<file path="config.mk">
export PLATFORM = sky130hd
export DESIGN_NAME = dma_chan_engine
export DESIGN_NICKNAME = d
export VERILOG_FILES = /design/src/rtl/dma_chan_engine.sv
export SDC_FILE = /design/constraint.sdc
export NUM_CORES = 1
export LEC_CHECK = 0
export BUFFER_PORTS_ARGS = -buffer_cell sky130_fd_sc_hd__buf_2
export CAP_MARGIN = 30
export CORE_MARGIN = 1
export CORE_UTILIZATION = 60
export DETAILED_ROUTE_END_ITERATION = 8
export PLACE_DENSITY_LB_ADDON = 0.12
export SLEW_MARGIN = 40
export SYNTH_ARGS = -nofsm -noshare
export SYNTH_HDL_FRONTEND = slang
export SYNTH_SLANG_ARGS = --single-unit
export TNS_END_PERCENT = 30
</file>
<file path="constraint.sdc">
create_clock -name clk -period 3.75 [get_ports clk]
set_clock_uncertainty 0.2 [all_clocks]
set_input_delay 0.5625 -clock clk [delete_from_list [all_inputs] [get_ports clk]]
set_output_delay 0.5625 -clock clk [all_outputs]
set_load 0.02 [all_outputs]
</file>
<file path="src/rtl/dma_chan_engine.sv">
module dma_chan_engine #(
  parameter int AW = 16,
  parameter int CW = 8
) (
  input  logic          clk,
  input  logic          rst_n,
  input  logic          glb_en,
  input  logic          ch_en,
  input  logic [1:0]    dir,
  input  logic          circ,
  input  logic          mem_dn,
  input  logic          wide,
  input  logic          ht_ie,
  input  logic          tc_ie,
  input  logic          cnt_wr,
  input  logic [CW-1:0] cnt_wdata,
  input  logic [AW-1:0] mem0_base,
  input  logic [AW-1:0] per_base,
  input  logic          clr_ht,
  input  logic          clr_tc,
  input  logic          req,
  output logic          bus_req,
  output logic          bus_we,
  output logic [AW-1:0] bus_addr,
  output logic [15:0]   bus_wdata,
  input  logic          bus_gnt,
  input  logic [15:0]   bus_rdata,
  output logic [CW-1:0] cnt_left,
  output logic          pend,
  output logic          busy,
  output logic          ht_flag,
  output logic          tc_flag,
  output logic          irq
);
  typedef enum logic [1:0] {S_IDLE, S_RD, S_WR} st_t;
  st_t st;

  logic [CW-1:0] cnt, cnt_init;
  logic [AW-1:0] mptr, m1ptr;
  logic [15:0]   data;

  wire          run    = glb_en & ch_en;
  wire          m2m    = dir[1];
  wire          go     = run && (cnt != '0) && (m2m || pend);
  wire [AW-1:0] step   = wide ? AW'(2) : AW'(1);
  wire [AW-1:0] src    = (dir == 2'd0) ? per_base : mptr;
  wire [AW-1:0] dst    = (dir == 2'd0) ? mptr : (dir == 2'd1) ? per_base : m1ptr;
  wire          done   = (st == S_WR) && bus_gnt;
  wire [CW-1:0] cnt_nx = cnt - CW'(1);
  wire          last   = done && (cnt_nx == '0);

  assign bus_req   = (st != S_IDLE);
  assign bus_we    = (st == S_WR);
  assign bus_addr  = (st == S_WR) ? dst : src;
  assign bus_wdata = wide ? data : {8'h00, data[7:0]};
  assign busy      = (st != S_IDLE);
  assign cnt_left  = cnt;
  assign irq       = (ht_flag & ht_ie) | (tc_flag & tc_ie);

  always_ff @(posedge clk or negedge rst_n) begin
    if (!rst_n) begin
      st <= S_IDLE;
      data <= '0;
    end else begin
      case (st)
        S_IDLE: if (go) st <= S_RD;
        S_RD:   if (bus_gnt) begin data <= bus_rdata; st <= S_WR; end
        S_WR:   if (bus_gnt) st <= S_IDLE;
        default: st <= S_IDLE;
      endcase
    end
  end

  always_ff @(posedge clk or negedge rst_n) begin
    if (!rst_n) pend <= 1'b0;
    else if (!run || m2m) pend <= 1'b0;
    else if (req) pend <= 1'b1;
    else if (st == S_IDLE && go) pend <= 1'b0;
  end

  always_ff @(posedge clk or negedge rst_n) begin
    if (!rst_n) begin
      mptr <= '0;
      m1ptr <= '0;
    end else if (st == S_IDLE && !ch_en) begin
      mptr <= mem0_base;
      m1ptr <= per_base;
    end else if (done) begin
      if (last && circ) begin
        mptr <= mem0_base;
        m1ptr <= per_base;
      end else begin
        mptr <= mem_dn ? mptr - step : mptr + step;
        if (m2m) m1ptr <= mem_dn ? m1ptr - step : m1ptr + step;
      end
    end
  end

  always_ff @(posedge clk or negedge rst_n) begin
    if (!rst_n) begin
      cnt <= '0;
      cnt_init <= '0;
    end else if (cnt_wr) begin
      cnt <= cnt_wdata;
      cnt_init <= cnt_wdata;
    end else if (done) begin
      cnt <= (last && circ) ? cnt_init : cnt_nx;
    end
  end

  always_ff @(posedge clk or negedge rst_n) begin
    if (!rst_n) begin
      ht_flag <= 1'b0;
      tc_flag <= 1'b0;
    end else begin
      if (done && cnt_nx == (cnt_init >> 1)) ht_flag <= 1'b1;
      else if (clr_ht) ht_flag <= 1'b0;
      if (last) tc_flag <= 1'b1;
      else if (clr_tc) tc_flag <= 1'b0;
    end
  end

  AST_RD_THEN_WR: assert property (@(posedge clk) disable iff (!rst_n)
    (bus_req && !bus_we && bus_gnt) |=> (bus_req && bus_we)) else $error("AST_RD_THEN_WR");
  AST_ADDR_HOLD: assert property (@(posedge clk) disable iff (!rst_n)
    (bus_req && !bus_gnt && !cnt_wr && $stable(per_base)) |=> (bus_req && $stable(bus_addr))) else $error("AST_ADDR_HOLD");
  AST_NO_START_DISABLED: assert property (@(posedge clk) disable iff (!rst_n)
    (!busy && !(glb_en && ch_en)) |=> !busy) else $error("AST_NO_START_DISABLED");
  AST_NORMAL_STOP: assert property (@(posedge clk) disable iff (!rst_n)
    (!busy && cnt_left == '0) |=> !busy) else $error("AST_NORMAL_STOP");
  AST_TC_ON_UNIT: assert property (@(posedge clk) disable iff (!rst_n)
    $rose(tc_flag) |-> $past(bus_we && bus_gnt)) else $error("AST_TC_ON_UNIT");
  AST_CIRC_RELOAD: assert property (@(posedge clk) disable iff (!rst_n)
    (circ && done && cnt == CW'(1) && !cnt_wr) |=> (cnt_left == cnt_init)) else $error("AST_CIRC_RELOAD");
endmodule

</file>
==> results.txt, run 1 <==
Max Freq - 302 MHz
Hold_ws - 0.0837 ns
Yosys Warn Count - 0
Setup Viol. Count Final - 0
IO buf count - 118
Synth Cell Area - 0.00539 mm^2
Clk root buf - clkbuf_8
Post-route ant nets - 0
Die area - 0.00937 mm^2
FFs w/ async S/R, synth - 100%
Minimum clock period - 3.31 ns
Antenna violations before repair - 0
RSZ-0062 raised after global routing - no
DIE WIDTH - 96.8 um
Row cnt - 34
Place WS - 0.516 ns
DP Wirelength - 10500 um
P_leak - 0.00295 uW
Max VDD drop - 0.000399 V
Worst EP required - 2.99 ns
Design area - 0.00621 mm^2
DRT iter0 DRCs - 326
Register area share after synthesis - 32.0%
Max-slew violation count - 0
CP Launch Type - flop
Postcts setup bufs - 0
H-tree levels - 3
Die Ht - 96.8 um
Total CTS buffers - 9
Global route overflow - 0
Vias - 5399
Setup WS post-layout - 0.442 ns
Clk buf depth - 2
Drt via density - 6.20
Clock sink count - 69
Pin count of the biggest net entering global routing - 70
Total negative slack - 0 ns
CP max FO - 15
Crit path DAT - 2.55 ns
Yosys reg bits - 69
Gate count of the mapped netlist - 659
GRT Overall Usage - 32.0%
DRC viols - 0
Area after DPL - 0.00599 mm^2
GPL Wtd Cong - 0.958
Crit path kind - flop to output pin
CTS tree - built
Antenna cells - 0
Core region area - 0.00872 mm^2
Vias in the first global route - 5076
Final #Nets - 862
Overall Power - 4400 uW
Hold Path Class - input pin to async pin
IO Pins - 119
Rel. slew slack - 46.5%
# resized after CTS - 0
Clk slew on worst S/H paths - 0.08 ns
Avg Cell Area, Syn - 8.19 um^2
Final Hold Viols - 0
Initial Util - 61.9%
Setup crit end kind - output pin
Post-synth EDFFs - 0
Synth Net Count - 763
Final WL - 14600 um
Main flop type after synthesis - dfrtp_1
Slew @ Worst Pin - 0.802 ns
Clock latency at the later pin of the worst-skew pair - 0.36 ns
Status - finished clean
Layout area overhead - 15.1%
Unique masters post-synth - 65
Max-cap violations - 0
Drt first pass iters - 5
Routed wire per std cell - 16.7 um
Period utilisation layout - 88.2%
Layout cells sized above 1 - 22.7%
Power per cell area - 709 mW/mm^2
Global-route wire length before repair - 24500 um
CTS Hold Bufs - 0
[flip-flops by register name (all words and copies together) (netlist names)]
signal and count:
cnt_init 8, mptr 16, tc_flag 1, cnt_left 8
pend 1, data 16, m1ptr 16, ht_flag 1
st 2
[worst paths after layout]
check	from	end	slack, ns	depth (start not counted)
min	rst_n	data[0]	0.08	2
max in group asynchronous	rst_n	cnt_left[5]	2.79	2
min in group clk	clr_tc	tc_flag	0.18	2
min reg2reg	data[5]	data[5]	0.31	1
max	st[0]	bus_addr[11]	0.44	6
max reg2reg	cnt_left[0]	mptr[0]	0.85	11
[synth_stat cells, types with 15 or more instances]
cell type | number | share of area [%]
mux2_2 | 16 | 3.3
a21oi_1 | 55 | 5.1
ha_1 | 32 | 7.4
dfrtp_1 | 69 | 32
xor2_1 | 19 | 3.1
inv_1 | 22 | 1.5
xnor2_1 | 15 | 2.4
clkbuf_1 | 22 | 1.5
a21o_1 | 16 | 2.2
nand2_1 | 52 | 3.6
o22ai_1 | 16 | 1.9
nor2_1 | 62 | 4.3
o21ai_0 | 78 | 7.2
[metrics by stage]
step	cells	utilization [%]
global route	871	71.2
finish	871	71.2
detailed placement	854	68.7
CTS	870	71.1
floorplan	659	-
global placement	854	68.7
[logic make-up after synthesis]
kind of cell / count (synthesis) / synth area share [%]
AOI/OAI and AO/OA: 241 / 27.2
and+or+nand+nor: 193 / 17.3
DFF: 69 / 32.0
buffers and inverters: 66 / 5.80
xor gates and xnor gates: 34 / 5.52
adders and majority gates: 33 / 7.61
muxes: 23 / 4.64
[metal layers]
layer  GRT usage (%)  vias up  part of all wire [%]
li1                -     2578                     -
met1            44.7     2555                    45
met2            49.9      229                    45
met3            5.49       37                   7.3
met4            11.4        0                   2.3
met5               0        -                     0
[worst max-delay path, stage by stage, from the launching register on]
cell and delay (ns):
dfrtp_1 0.43, nand2b_1 0.26, nand2_1 0.35, nand2_1 0.50, o22ai_1 0.16, a21oi_1 0.26
buf_2 0.21
[cells in the final DEF (no fill, tap or decap), types with 12 or more instances in the layout]
cell type | netlist | final
buf_2 | 7 | 118
o21ai_0 | 78 | 78
dfrtp_1 | 69 | 69
nor2_1 | 62 | 62
a21oi_1 | 55 | 55
nand2_1 | 52 | 52
ha_1 | 32 | 32
inv_1 | 22 | 22
xor2_1 | 19 | 19
o22ai_1 | 16 | 16
a21o_1 | 16 | 16
mux2_2 | 16 | 16
xnor2_1 | 15 | 15
a22oi_1 | 13 | 13
nor3_1 | 12 | 12
buf_4 | 11 | 12
[power by group]
part	total, uW	internal [uW]	switching, uW
clock	656	330	326
sequential	1310	1010	306
combinational	2430	1050	1380
[area by class of cell]
type	instances	area, um^2
Timing Repair Buffer	132	703
Tap cell	108	135
Clock inverter	6	68.8
Multi-Input combinational cell	524	3350
Sequential cell	69	1730
Inverter	22	82.6
Fill cell	738	2510
Clock buffer	10	138
(Power assumes the default switching activity.)
==> run 2, diff against run 1 <==
- CORE_MARGIN: 1 -> 2
- CTS_CLUSTER_DIAMETER: not set -> 40
==> run 2 against run 1 <==
Against the previous run: via count shrank 0.65%; cell count rose by 0.11%; combinational power barely moved; largest cell class unchanged; total power shrank 0.60%; non-clock buffer count grew 1; first-iteration DRC count up 17%; register-to-register slack lost 0.13 ns; die area grew 4.2%; fmax is 1.3% lower.
==> results.txt, run 2 (synthesis gave the netlist of run 1 again) <==
Max-cap violations - 0
Status - finished clean
IO Pins - 119
Clk slew on worst S/H paths - 0.10 ns
Hold Path Class - input pin to flop
Largest regs - data: 16 flops, m1ptr: 16 flops, mptr: 16 flops
Setup crit end kind - output pin
Layout cells sized above 1 - 22.6%
Total negative slack - 0 ns
Slew @ Worst Pin - 0.796 ns
CP max FO - 15
Antenna cells - 0
Non-Filler Instances - 872
Cells after DPL - 855
Layout area overhead - 15.0%
Power per cell area - 706 mW/mm^2
RSZ-0062 raised after global routing - no
Pin count of the biggest net entering global routing - 29
Die Ht - 98.8 um
Final #Nets - 863
DRC viols - 0
Number of cells on the critical path - 6
Vias in the first global route - 5022
Worst Setup EP - bus_addr[10]
CP cell instances - nand2b_1, nand2_1, nand2_1, o22ai_1, a21oi_1, buf_2
DIE WIDTH - 98.8 um
Global route overflow - 0
Minimum clock period - 3.35 ns
Worst Setup SP - st[0]
Reg2Reg Depth - 11
DRT iter0 DRCs - 382
P_leak - 0.00295 uW
Register area - 0.00173 mm^2
H-tree levels - 3
Period utilisation layout - 89.4%
CP Launch Type - flop
Most used cell, CP - nand2_1
Crit path kind - flop to output pin
WP buf/inv - 1
Rel. slew slack - 46.8%
Setup WS post-layout - 0.397 ns
GRT Overall Usage - 30.4%
GPL Wtd Cong - 0.970
IO buf count - 118
Max VDD drop - 0.000338 V
Total CTS buffers - 9
Clk buf depth - 2
Multi-input gate area - 0.00335 mm^2
Antenna violations before repair - 0
Initial Util - 61.9%
Row cnt - 34
Routed wire per std cell - 16.9 um
Worst R2R Setup Slack - 0.72 ns
Final Hold Viols - 0
Commonest non-fill, non-tap cell in the layout - buf_2
Vias - 5364
Clock latency at the later pin of the worst-skew pair - 0.36 ns
CTS Hold Bufs - 1
Crit path DAT - 2.59 ns
Largest stage delay, worst path - 0.50 ns
# resized after CTS - 0
Final WL - 14700 um
Max Freq - 298 MHz
Clock sink count - 69
Critical path's slowest cell - nand2_1
Global-route wire length before repair - 24200 um
Drt first pass iters - 5
Place WS - 0.658 ns
Drt via density - 6.15
Postcts setup bufs - 0
Reg-to-reg startpoint - cnt_left[0]
Worst EP required - 2.99 ns
Max-slew violation count - 0
Post-route ant nets - 0
Fillers - 737
Most frequent cells in the layout - buf_2 (118), o21ai_0 (78), dfrtp_1 (69), nor2_1 (62), a21oi_1 (55)
DP Wirelength - 11000 um
Clk root buf - clkbuf_8
Setup Viol. Count Final - 0
Die area - 0.00976 mm^2
Core region area - 0.00872 mm^2
CTS tree - built
Critical path's top delay family - simple AND/OR/NAND/NOR gates
R2r endpoint - mptr[0]
[run 2: worst reg2reg max path, cell delays in order (launching register included)]
cell,delay (ns)
dfrtp_1,0.49
inv_1,0.10
ha_1,0.26
nand2_1,0.12
a2bb2oi_2,0.17
nor4_4,0.29
buf_4,0.26
or2_4,0.27
buf_4,0.34
nor2_1,0.08
a211oi_1,0.24
a21oi_1,0.08
[run 2: worst min path at each step]
stage,depth (start not counted),start,end
4_1_cts,2,clr_tc,tc_flag
5_1_grt,2,clr_tc,tc_flag
2_1_floorplan,0,rst_n,cnt_init[0]
3_3_place_gp,1,data[12],data[12]
6_report,2,clr_tc,tc_flag
3_5_place_dp,1,data[15],data[15]
[run 2: metal layers]
metal	part of all wire [%]	vias up	global-route usage, %
li1	-	2574	-
met1	44	2527	42.7
met2	46	241	48.8
met3	8.0	22	3.90
met4	1.7	0	9.91
met5	0	-	0
[run 2: per-stage QoR]
step | hold WS [ns] | cell area, um^2 | utilization [%] | power, uW
after floorplan | 0.0669 | 5390 | - | 3130
after global placement | 0.280 | 5990 | 68.7 | 3640
after detailed placement | 0.289 | 5990 | 68.7 | 3710
after CTS | 0.160 | 6200 | 71.1 | 4350
after global routing | 0.159 | 6200 | 71.1 | 4720
final | 0.164 | 6200 | 71.1 | 4380
[run 2: area by class of cell]
cell class,instances,share of cell area (%)
Sequential cell,69,27.8
Clock inverter,7,1.21
Timing Repair Buffer,133,11.4
Clock buffer,9,2.00
Tap cell,108,2.18
Multi-Input combinational cell,524,54.1
Inverter,22,1.33
[run 2: power breakdown]
group	switching, uW	total [uW]	leakage, uW	internal (uW)
Combinational	1390	2440	0.00202	1050
Sequential	304	1310	0.000830	1010
Clock	357	621	0.0000990	264
==> run 3, diff against run 2 <==
- BUFFER_PORTS_ARGS: -buffer_cell sky130_fd_sc_hd__buf_2 -> not set
- CORE_UTILIZATION: 60 -> 50
- DONT_BUFFER_PORTS: not set -> 1
- GPL_TIMING_DRIVEN: not set -> 0
==> run 3 against run 2 <==
Against the previous run: sequential share of layout area up 1.8 points; clock power up 13%; wire length up 6.8%; critical path type unchanged; combinational power down 5%; highest routed layer unchanged; die area up 19%; non-clock buffer count down 88; setup slack worse by 0.20 ns; fmax down 5.7%; register-to-register slack worse by 0.16 ns; clock-buffer cell count unchanged; utilization down 15 points.
==> results.txt, run 3 (synthesis gave the netlist of run 1 again) <==
Antenna cells - 0
Slew @ Worst Pin - 0.688 ns
Period utilisation layout - 94.8%
Global route overflow - 0
Drt first pass iters - 5
Clock sink count - 69
Final #Nets - 775
Core region area - 0.0104 mm^2
Vias - 5084
Largest regs - data: 16 flops, m1ptr: 16 flops, mptr: 16 flops
GPL Wtd Cong - 0.927
RSZ-0062 raised after global routing - no
Total CTS buffers - 9
Die Ht - 108 um
CTS tree - built
Reg2Reg Depth - 10
CP max FO - 13
Multi-input gate area - 0.00335 mm^2
Antenna violations before repair - 0
Status - finished clean
P_leak - 0.00254 uW
Max VDD drop - 0.000391 V
Fillers - 1010
Net Sw Power - 1960 uW
Max-cap violations - 0
Vias in the first global route - 4878
CP Launch Type - flop
Worst Hold Depth - 1
Final WL - 15700 um
Layout area overhead - 7.91%
Hold Path Class - input pin to flop
Minimum clock period - 3.55 ns
GRT Overall Usage - 27.7%
H-tree levels - 3
Clock latency at the later pin of the worst-skew pair - 0.36 ns
Crit path DAT - 2.79 ns
Drt via density - 6.26
DRT iter0 DRCs - 332
Post-route ant nets - 0
Max Freq - 281 MHz
Global-route wire length before repair - 24800 um
Most frequent cells in the layout - o21ai_0 (78), dfrtp_1 (69), nor2_1 (62), a21oi_1 (55), nand2_1 (52)
Rel. slew slack - 53.6%
Routed wire per std cell - 19.3 um
Combinational group share of total power - 53.6%
DP Wirelength - 11500 um
Final Hold Viols - 0
IO buf count - 0
DIE WIDTH - 108 um
Initial Util - 51.8%
Non-Filler Instances - 812
Clk pwr share - 16.2%
Commonest non-fill, non-tap cell in the layout - o21ai_0
Max-slew violation count - 0
Setup Viol. Count Final - 0
IO Pins - 119
Row cnt - 37
Power per cell area - 745 mW/mm^2
Worst EP required - 2.99 ns
Total negative slack - 0 ns
Postcts setup bufs - 0
DRC viols - 0
Pint - 2370 uW
Sw Share - 45.3%
Part of the power in registers - 30.2%
Setup crit end kind - output pin
Pin count of the biggest net entering global routing - 70
Clk root buf - clkbuf_8
Crit path kind - flop to output pin
Cells after DPL - 795
Layout cells sized above 1 - 9.32%
Die area - 0.0116 mm^2
Register area - 0.00173 mm^2
Clk buf depth - 2
Clk slew on worst S/H paths - 0.08 ns
==> run 3: changes by cell type in the layout (fill, tap and decap cells not counted), moves of 2 or more <==
cell | before | now
buf_2 | 118 | 8
buf_4 | 14 | 11
buf_6 | 0 | 2
bufinv_16 | 0 | 2
clkbuf_1 | 0 | 21
inv_8 | 3 | 0
==> run 3: cell type report <==
cell class | instances | share of cell area [%]
clock inverters | 7 | 1.68
repair buffers | 2 | 0.645
plain buffers | 43 | 3.91
inverters | 22 | 1.42
clock buffers | 9 | 2.13
multi-input cells | 524 | 57.6
flip-flops and latches | 69 | 29.7
well taps | 136 | 2.92
==> run 3: path summary, 6_finish.rpt <==
check | to | start | slack, ns
setup / recovery | bus_addr[6] | st[0] | 0.20
hold / removal | cnt_left[6] | cnt_wr | 0.09
setup reg to reg | ht_flag | cnt_left[0] | 0.56
hold reg to reg | data[14] | data[14] | 0.30
max in group asynchronous | cnt_init[0] | rst_n | 2.48
min in group asynchronous | m1ptr[4] | rst_n | 0.53
==> run 3: metal layers <==
metal,vias up,global-route usage [%],wire [um]
met5,-,0,0
met4,0,12.1,485
met1,2441,34.3,6470
li1,2404,-,-
met2,205,45.5,7320
met3,34,6.90,1420
==> run 3: repair_timing <==
action | CTS | global route
endpoints found under the hold margin | 69 | 0
endpoints found under the setup margin | 1 | 10
hold buffers | 2 | 0
resized for setup | 1 | 0
==> run 3: through the flow <==
stage                     hold slack, ns  utilization (%)  area (um^2)  power (uW)  setup slack, ns
final                             0.0886             55.9         5820        4340            0.196
after global placement            0.0685             53.4         5560        3530            0.418
after CTS                         0.0758             55.9         5820        4330           0.0840
after detailed placement          0.0688             53.4         5560        3590            0.353
after floorplan                   0.0669                -         5390        3130            0.922
after global routing              0.0821             55.9         5820        4680           0.0302
==> run 3: power by group through the flow <==
| stage | combinational (uW) | clock, uW | sequential (uW) |
|---|---|---|---|
| 3_5_place_dp | 2270 | 0 | 1320 |
| 5_1_grt | 2600 | 746 | 1340 |
| 3_3_place_gp | 2230 | 0 | 1310 |
| 4_1_cts | 2310 | 715 | 1310 |
| 2_1_floorplan | 1930 | 0 | 1200 |
| 6_report | 2330 | 701 | 1310 |
==> run 3: critical path, cell delays in order, from the launching register on <==
cell	delay, ns
dfrtp_1	0.42
nand2b_1	0.15
clkbuf_1	0.45
nand2_1	0.24
nand2_1	0.49
o22ai_1	0.17
a21oi_1	0.52
